## src/rtl/pwr_seq_pkg.sv

```systemverilog
package pwr_seq_pkg;

  typedef enum logic [3:0] {
    ST_ON,
    ST_DN_ISO,
    ST_DN_RST,
    ST_DN_SW,
    ST_DN_WAIT,
    ST_OFF,
    ST_UP_SW,
    ST_UP_WAIT,
    ST_UP_RST,
    ST_UP_ISO
  } dom_state_e;

endpackage

```

## src/rtl/pwr_cfg_reg.sv

```systemverilog
module pwr_cfg_reg #(
  parameter int N_DOM = 2,
  localparam int NREG = N_DOM + 1
) (
  input  logic            clk,
  input  logic            rst_n,
  input  logic            we,
  input  logic [NREG-1:0] wdata,
  output logic [NREG-1:0] cfg_q
);

  // Bit 0 is the fixed-on CPU domain: forced high on every write
  localparam logic [NREG-1:0] FIXED_MASK = {{N_DOM{1'b0}}, 1'b1};

  always_ff @(posedge clk or negedge rst_n) begin
    if (!rst_n)  cfg_q <= '1;
    else if (we) cfg_q <= wdata | FIXED_MASK;
  end

  AST_CFG_WRITE_TAKES: assert property (@(posedge clk) disable iff (!rst_n)
    we |=> cfg_q[NREG-1:1] == $past(wdata[NREG-1:1]));

endmodule

```

## src/rtl/pwr_dom_seq.sv

```systemverilog
module pwr_dom_seq
  import pwr_seq_pkg::*;
#(
  parameter int SETTLE_W = 8
) (
  input  logic                clk,
  input  logic                rst_n,
  input  logic                cfg_en,
  input  logic [SETTLE_W-1:0] settle,
  output logic                sw_on,
  output logic                iso_on,
  output logic                rst_on,
  output logic                stat
);

  dom_state_e          state, nxt;
  logic [SETTLE_W-1:0] cnt;
  logic                waiting;

  assign waiting = (state == ST_DN_WAIT) || (state == ST_UP_WAIT);

  always_comb begin
    nxt = state;
    unique case (state)
      ST_ON:      if (!cfg_en) nxt = ST_DN_ISO;
      ST_DN_ISO:  nxt = ST_DN_RST;
      ST_DN_RST:  nxt = ST_DN_SW;
      ST_DN_SW:   nxt = ST_DN_WAIT;
      ST_DN_WAIT: if (cnt == '0) nxt = ST_OFF;
      ST_OFF:     if (cfg_en) nxt = ST_UP_SW;
      ST_UP_SW:   nxt = ST_UP_WAIT;
      ST_UP_WAIT: if (cnt == '0) nxt = ST_UP_RST;
      ST_UP_RST:  nxt = ST_UP_ISO;
      ST_UP_ISO:  nxt = ST_ON;
      default:    nxt = ST_ON;
    endcase
  end

  always_ff @(posedge clk or negedge rst_n) begin
    if (!rst_n) begin
      state <= ST_ON;
      cnt   <= '0;
    end else begin
      state <= nxt;
      if (state == ST_DN_SW || state == ST_UP_SW) cnt <= settle;
      else if (waiting && cnt != '0)              cnt <= cnt - 1'b1;
    end
  end

  always_comb begin
    sw_on  = !(state inside {ST_DN_SW, ST_DN_WAIT, ST_OFF});
    iso_on = !(state inside {ST_ON, ST_UP_ISO});
    rst_on = state inside {ST_DN_RST, ST_DN_SW, ST_DN_WAIT, ST_OFF, ST_UP_SW, ST_UP_WAIT};
    stat   = state inside {ST_ON, ST_DN_ISO, ST_DN_RST, ST_DN_SW, ST_DN_WAIT};
  end

  AST_SW_OPEN_GUARDED: assert property (@(posedge clk) disable iff (!rst_n)
    !sw_on |-> (iso_on && rst_on));

  AST_ISO_DROP_AFTER_RST: assert property (@(posedge clk) disable iff (!rst_n)
    $fell(iso_on) |-> !rst_on);

  AST_STAT_RISE_CLEAN: assert property (@(posedge clk) disable iff (!rst_n)
    $rose(stat) |-> $past(sw_on && !iso_on && !rst_on));

  AST_STAT_FALL_OPEN: assert property (@(posedge clk) disable iff (!rst_n)
    $fell(stat) |-> ($past(!sw_on) && !sw_on));

endmodule

```

## src/rtl/pwr_domain_switch.sv

```systemverilog
module pwr_domain_switch #(
  parameter int N_DOM    = 2,
  parameter int SETTLE_W = 8,
  localparam int NREG    = N_DOM + 1
) (
  input  logic                clk,
  input  logic                rst_n,
  input  logic                cfg_we,
  input  logic [NREG-1:0]     cfg_wdata,
  input  logic [SETTLE_W-1:0] settle_cycles,
  output logic [NREG-1:0]     cfg_rdata,
  output logic [NREG-1:0]     stat_rdata,
  output logic [N_DOM-1:0]    dom_busy,
  output logic [N_DOM-1:0]    dom_pwr_sw,
  output logic [N_DOM-1:0]    dom_iso,
  output logic [N_DOM-1:0]    dom_rst,
  output logic                cpu_pwr_on
);

  logic [N_DOM-1:0] stat_bits;

  pwr_cfg_reg #(.N_DOM(N_DOM)) u_cfg (
    .clk   (clk),
    .rst_n (rst_n),
    .we    (cfg_we),
    .wdata (cfg_wdata),
    .cfg_q (cfg_rdata)
  );

  for (genvar d = 0; d < N_DOM; d++) begin : g_dom
    pwr_dom_seq #(.SETTLE_W(SETTLE_W)) u_seq (
      .clk    (clk),
      .rst_n  (rst_n),
      .cfg_en (cfg_rdata[d+1]),
      .settle (settle_cycles),
      .sw_on  (dom_pwr_sw[d]),
      .iso_on (dom_iso[d]),
      .rst_on (dom_rst[d]),
      .stat   (stat_bits[d])
    );

    assign dom_busy[d] = cfg_rdata[d+1] ^ stat_bits[d];

    AST_STAT_MOVES_POWERED_ONLY: assert property (@(posedge clk) disable iff (!rst_n)
      (stat_bits[d] != $past(stat_bits[d])) |-> (stat_bits[d] == dom_pwr_sw[d]));
  end

  assign stat_rdata = {stat_bits, 1'b1};
  assign cpu_pwr_on = 1'b1;

endmodule

```

## config.mk

```make
export PLATFORM = sky130hd
export DESIGN_NAME = pwr_domain_switch
export DESIGN_NICKNAME = d
export VERILOG_FILES = /design/src/rtl/pwr_seq_pkg.sv /design/src/rtl/pwr_cfg_reg.sv /design/src/rtl/pwr_dom_seq.sv /design/src/rtl/pwr_domain_switch.sv
export SDC_FILE = /design/constraint.sdc
export NUM_CORES = 1
export LEC_CHECK = 0
export CAP_MARGIN = 5
export CORE_ASPECT_RATIO = 1.75
export CORE_MARGIN = 2
export CORE_UTILIZATION = 28
export CTS_CLUSTER_SIZE = 25
export DETAILED_ROUTE_END_ITERATION = 6
export SYNTH_ARGS = -nofsm -noshare
export SYNTH_HDL_FRONTEND = slang
export SYNTH_SLANG_ARGS = --single-unit
export TNS_END_PERCENT = 50
```

## constraint.sdc

```tcl
create_clock -name clk -period 1.9 [get_ports clk]
set_input_delay 0.38 -clock clk [delete_from_list [all_inputs] [get_ports clk]]
set_output_delay 0.38 -clock clk [all_outputs]
set_load 0.1 [all_outputs]
```

==> results of run 1 <==
state kept, by name, indices dropped and copies added (netlist names):
name and cells:
u_cfg.cfg_q 2, g_dom.u_seq.state 8, g_dom.u_seq.cnt 16
synth_stat cells, types with 3 or more instances:
| master | n |
|---|---|
| a211oi_1 | 3 |
| a21boi_0 | 3 |
| a21oi_1 | 3 |
| buf_4 | 13 |
| clkbuf_1 | 6 |
| dfrtp_1 | 24 |
| ha_1 | 4 |
| inv_1 | 10 |
| mux2i_1 | 4 |
| nand2_1 | 24 |
| nand2b_1 | 4 |
| nand3_1 | 6 |
| nand4_1 | 3 |
| nor2_1 | 16 |
| nor2b_1 | 4 |
| nor3_1 | 8 |
| o211ai_1 | 12 |
| o21ai_0 | 7 |
| o311ai_1 | 4 |
| or3_1 | 3 |
| or4_1 | 3 |
| xnor2_1 | 5 |
| xor2_1 | 3 |
worst register-to-register path: stages (launching register included):
cell,delay [ns]
dfrtp_1,0.39
inv_2,0.08
ha_4,0.13
or4b_4,0.47
o211a_4,0.28
mux2_4,0.30
o221a_1,0.20
path summary, 6_finish.rpt:
| check | startpoint | endpoint | cells past startpoint |
|---|---|---|---|
| max | g_dom[0].u_seq.cnt[1]$_DFFE_PN0P_ | g_dom[0].u_seq.cnt[2]$_DFFE_PN0P_ | 6 |
| min | rst_n | g_dom[1].u_seq.cnt[2]$_DFFE_PN0P_ | 2 |
| max reg2reg | g_dom[0].u_seq.cnt[1]$_DFFE_PN0P_ | g_dom[0].u_seq.cnt[2]$_DFFE_PN0P_ | 6 |
| min reg2reg | g_dom[1].u_seq.cnt[6]$_DFFE_PN0P_ | g_dom[1].u_seq.cnt[6]$_DFFE_PN0P_ | 2 |
| max in group asynchronous | rst_n | u_cfg.cfg_q[1]$_DFFE_PN1P_ | 2 |
| min in group clk | g_dom[1].u_seq.cnt[6]$_DFFE_PN0P_ | g_dom[1].u_seq.cnt[6]$_DFFE_PN0P_ | 2 |
what timing repair did:
item                                    in CTS  in global routing
pin swaps                                    6                  4
resized for setup                           10                  8
endpoints found under the setup margin       8                 11
buffers inserted                             7                  7
cell families (layout without fill, tap and decap cells):
family | count (synthesis) | count (layout) | synth area share
AO/OA/AOI/OAI | 49 | 49 | 0.201
flip-flops | 26 | 26 | 0.351
adder cells (fa/ha/maj) | 4 | 4 | 0.0269
AND/OR/NAND/NOR | 86 | 86 | 0.246
multiplexers | 7 | 7 | 0.0396
buffers and inverters | 32 | 77 | 0.0954
XOR/XNOR | 8 | 8 | 0.0376
other | 1 | 3 | 0.00201
final cells by class:
type | instances | share of cell area
inverter | 10 | 0.0140
sequential | 26 | 0.246
multi-input combinational | 157 | 0.422
timing repair buffer | 63 | 0.246
clock buffer | 4 | 0.0332
tap | 82 | 0.0384
per-stage QoR:
step                      TNS, ns  area, um2  std cells   util
after floorplan            -0.459       1920        215      -
after global placement     -0.165       2430        324  0.374
after detailed placement   -0.316       2430        324  0.374
after CTS                  -0.166       2600        335  0.400
after global routing       -0.336       2670        342  0.412
final                      -0.134       2670        342  0.412
metal layers:
| layer | vias to the layer above | global-route usage | share of wire |
|---|---|---|---|
| li1 | 867 | - | - |
| met1 | 881 | 0.161 | 0.36 |
| met2 | 32 | 0.286 | 0.59 |
| met3 | 10 | 0.0152 | 0.021 |
| met4 | 0 | 0.0667 | 0.030 |
| met5 | - | 0 | 0 |
==> results by group, run 1 <==
Die
  • Die Ht: 112 um
  • Die area: about 7300 um2
  • Initial Util: 0.287
  • Core area: 6490 um2
  • Row count: 39
  • Top-level I/O count: 29
  • Horiz. Die Dim: 65.7 um

Yosys
  • Ys async rst share: 1.00
  • Post-synth EDFFs: 0
  • Mapped Area: ~1900 um2
  • Yosys warns: 0
  • Gate Count Post-Synth: about 210
  • Unique masters post-synth: 55
  • Top cells by area, synth: dfrtp_1 32%, buf_4 5.2%, nand2_1 4.8%, o211ai_1 4.8%, nor2_1 3.2%
  • Yosys reg bits: 26
  • Ys flop type: dfrtp_1
  • Register area share after synthesis: 0.351
  • Yosys top cell area share: 0.322
  • Mean Syn Cell Area: a little under 9 um2
  • Largest area contributor in the netlist: dfrtp_1

Place
  • DP HPWL: around 3.9 mm
  • GP Congestion: 0.872
  • IO Port Bufs: 24
  • Worst slack, placed: -0.144 ns

CTS
  • Maximum clock path buffer count: 2
  • CTS tree: done
  • Hold buffer count at CTS: 0
  • CTS buffer count: 3
  • Worst-path clk slew: 0.07 ns
  • # clock sinks: 26
  • CTS H-tree depth: 1
  • CTS root buf: clkbuf_16
  • Clk Latency, worst-skew pair: about 0.26 ns

Cells and area
  • Commonest non-fill, non-tap cells in the layout: 38 x buf_4, 24 x nand2_1, 20 x dfrtp_1
  • Share of layout cells above drive strength 1: 0.308
  • Fill count: about 640
  • Seq. cell area: 658 um2
  • Most common cell after layout, fill and taps aside: buf_4
  • N_diodes: 0
  • Synthesis-to-layout area growth: 43.5%
  • Nets@finish: 279
  • Multi-input combinational cell area: 1130 um2

GRT
  • Largest net degree at the start of global routing: 27
  • Vias in the first global route: around 1.8k
  • Initial antenna violation count: 0
  • Congestion Overflow GR: 0
  • First-pass GRT wire length: roughly 9 mm
  • Total GRT Usage: 0.151

Critical path
  • CP peak stage delay: 0.47 ns
  • CP Data Arrival Time: ~2.1 ns
  • CP max FO: 5
  • Endpoint type of the worst setup path: flip-flop
  • WP data required: ~2.1 ns
  • Largest delay contributor family on the critical path: compound AO/OA/AOI/OAI gates
  • CP startpoint kind: flip-flop
  • Buf/Inv on CP: 1
  • CP Class: flip-flop to flip-flop
  • Slowest cell on crit path: or4b_4
  • Crit-path cells: inv_2, ha_4, or4b_4, o211a_4, mux2_4, o221a_1
  • Worst R2R Setup Slack: -0.07 ns

Timing
  • Fin. max-slew vios: 0
  • Slew @ Worst Pin: 0.551 ns
  • Max frequency: roughly 500 MHz
  • Layout Skew: between 0.0015 and 0.002 ns
  • Final WS setup: -0.0698 ns
  • # setup viols final: 2
  • Final hold vios: 0
  • Hold_ws: slightly below 0.5 ns
  • RSZ-0062 raised after global routing: true
  • Tcrit/Tclk final: 1.04
  • Tmin final: just under 2 ns
  • Worst slew margin: 0.631

Drt
  • Pre-antenna DRT Iters: 4
  • DR WL/cell: ~15 um
  • Final wirelength: about 5.2 mm
  • Vias per inst: approximately 5.2
  • Residual DRC count: 0
  • Routed vias: between 1.5k and 2k
  • Routed Antenna Nets: 0
  • Initial DRC count: 95

Worst hold path
  • Hold Crit Class: primary input to asynchronous set/reset pin

Flow run
  • Max-cap check violation count: 0

Status
  • Failing checks: negative setup slack
  • Outcome: complete, but fails checks
Power of run 1 is left out: the tool's default activity adds up to more than one toggle a clock period on the data nets, which glitch-free logic cannot reach.
==> run 2, diff against run 1 <==
==> constraint.sdc (replaced) <==
create_clock -name clk -period 2.2 [get_ports clk]
set_input_delay 0.44 -clock clk [delete_from_list [all_inputs] [get_ports clk]]
set_output_delay 0.44 -clock clk [all_outputs]
set_load 0.1 [all_outputs]
==> run 2 against run 1 <==
Against the previous run:
- the flow now finishes without violations
- wire length is 7.6% lower
- cell count is 7.3% lower
- largest cell class unchanged
- core utilization is 4.4 points lower
- design area is 11% lower
- first-iteration DRC count is 29% higher
- via count is 7.8% lower
==> results by group, run 2 (synthesis results as in run 1) <==
Status
  • Outcome: finished clean

Timing
  • Fin. max-slew vios: 0 (unchanged)
  • Hold_ws: 0.545 ns (+0.0522 ns)
  • Final hold vios: 0 (unchanged)
  • Tcrit/Tclk final: 0.947 (-0.0899)
  • RSZ-0062 raised after global routing: false
  • # setup viols final: 0 (-2)
  • Layout Skew: 0.00389 ns (+0.00194 ns)
  • Max frequency: 480 MHz (-5.4%)
  • Tmin final: 2.08 ns (+0.113 ns)

Critical path
  • CP max FO: 12 (+7)
  • WP data required: 2.35 ns (+0.30 ns)
  • CP Class: flip-flop to flip-flop
  • Endpoint type of the worst setup path: flip-flop
  • Buf/Inv on CP: 1 (unchanged)
  • CP peak stage delay: 0.49 ns (+0.02 ns)
  • CP startpoint kind: flip-flop
  • Crit-path cells: inv_1, ha_1, or4b_4, o211a_4, mux2_1, o221a_1
  • Largest delay contributor family on the critical path: compound AO/OA/AOI/OAI gates
  • Slowest cell on crit path: or4b_4
  • CP Data Arrival Time: 2.24 ns (+0.12 ns)

GRT
  • Vias in the first global route: 1673 (-8.3%)
  • First-pass GRT wire length: 7.98 mm (-8.9%)
  • Global Route met3 Usage: 0.0131 (-0.00202)
  • Grt peak-use layer: met2
  • Total GRT Usage: 0.137 (-0.0135)
  • GR Util met2: 0.257 (-0.0296)
  • Largest net degree at the start of global routing: 27 (unchanged)
  • Initial antenna violation count: 0 (unchanged)
  • Congestion Overflow GR: 0 (unchanged)
  • Met1 usage: 0.153 (-0.00710)

Drt
  • Routed Antenna Nets: 0 (unchanged)
  • Final wirelength: 4.77 mm (-7.6%)
  • DR WL/cell: 15.1 um (-0.34%)
  • Pre-antenna DRT Iters: 4 (unchanged)
  • Initial DRC count: 123 (+29%)
  • Vias per inst: 5.21 (-0.49%)
  • Residual DRC count: 0 (unchanged)
  • Routed vias: 1651 (-7.8%)

CTS
  • Worst-path clk slew: 0.07 ns (about the same)
  • Setup bufs post-CTS: 0 (-7)
  • Post-cts sizing count: 0 (-10)
  • CTS H-tree depth: 1 (unchanged)
  • # clock sinks: 26 (unchanged)
  • CTS root buf: clkbuf_16
  • Clk Latency, worst-skew pair: 0.26 ns (about the same)
  • CTS tree: done
  • Maximum clock path buffer count: 2 (unchanged)
  • Hold buffer count at CTS: 0 (unchanged)
  • CTS buffer count: 3 (unchanged)

Cells and area
  • N_diodes: 0 (unchanged)
  • Share of layout cells above drive strength 1: 0.170 (-0.137)
  • Nets@finish: 254 (-9.0%)
  • Largest register FFs: 16 (unchanged)
  • Synthesis-to-layout area growth: 28.3%
  • Final core occ: 0.368 (-0.0436)
  • Commonest non-fill, non-tap cells in the layout: 24 x nand2_1, 24 x dfrtp_1, 16 x nor2_1
  • Largest Register: g_dom.u_seq.cnt
  • Top Registers: g_dom.u_seq.cnt (16), g_dom.u_seq.state (8), u_cfg.cfg_q (2)
  • Fill count: 645 (+0.16%)

Worst hold path
  • Hold Crit Class: primary input to asynchronous set/reset pin

Place
  • DP HPWL: 3.70 mm (-5.3%)
  • IO Port Bufs: 24 (unchanged)
  • GP Congestion: 0.848 (-2.7%)

Die
  • Die area: 7350 um2 (unchanged)
  • Row count: 39 (unchanged)
  • Horiz. Die Dim: 65.7 um (unchanged)
  • Core area: 6490 um2 (unchanged)
  • Top-level I/O count: 29 (unchanged)
  • Die Ht: 112 um (unchanged)
  • Initial Util: 0.287 (unchanged)

Flow run
  • Max-cap check violation count: 0 (unchanged)
-- run 2: metrics by stage --
stage	cell area, um2	std cells	TNS [ns]	worst slack [ns]
final	2390	317	0	0.117
after CTS	2390	317	0	0.103
after global routing	2390	317	0	0.00283
after detailed placement	2300	313	0	0.121
after global placement	2300	313	0	0.161
after floorplan	1890	215	-0.251	-0.251
-- run 2: cell type report --
class                   count  area, um2  share of cell area
clock buffers               4       88.8              0.0372
inverters                  10       37.5              0.0157
flip-flops and latches     26        653               0.273
repair buffers             38        453               0.190
multi-input cells         157       1050               0.441
well taps                  82        103              0.0429
-- run 2: path summary, 6_finish.rpt --
kind / from / end / slack (ns) / cells past startpoint
setup / recovery: g_dom[0].u_seq.cnt[0]$_DFFE_PN0P_ / g_dom[0].u_seq.cnt[5]$_DFFE_PN0P_ / 0.12 / 6
hold / removal: rst_n / g_dom[1].u_seq.cnt[3]$_DFFE_PN0P_ / 0.55 / 2
setup reg to reg: g_dom[0].u_seq.cnt[0]$_DFFE_PN0P_ / g_dom[0].u_seq.cnt[5]$_DFFE_PN0P_ / 0.12 / 6
hold reg to reg: g_dom[0].u_seq.cnt[0]$_DFFE_PN0P_ / g_dom[0].u_seq.cnt[0]$_DFFE_PN0P_ / 0.59 / 2
max in group asynchronous: rst_n / u_cfg.cfg_q[2]$_DFFE_PN1P_ / 1.35 / 2
min in group clk: g_dom[0].u_seq.cnt[0]$_DFFE_PN0P_ / g_dom[0].u_seq.cnt[0]$_DFFE_PN0P_ / 0.59 / 2
-- run 2: worst register-to-register path: stages, from the launching register on --
cell and delay [ns]:
dfrtp_1 0.37, inv_1 0.08, ha_1 0.18, or4b_4 0.49
o211a_4 0.31, mux2_1 0.33, o221a_1 0.22
-- run 2: layer usage --
layer  routed length (um)  vias up
met1                 1870      807
met3                   86       10
met4                  133        0
met2                 2680       22
met5                    0        -
li1                     -      812
Power of run 2 is left out for the same reason.
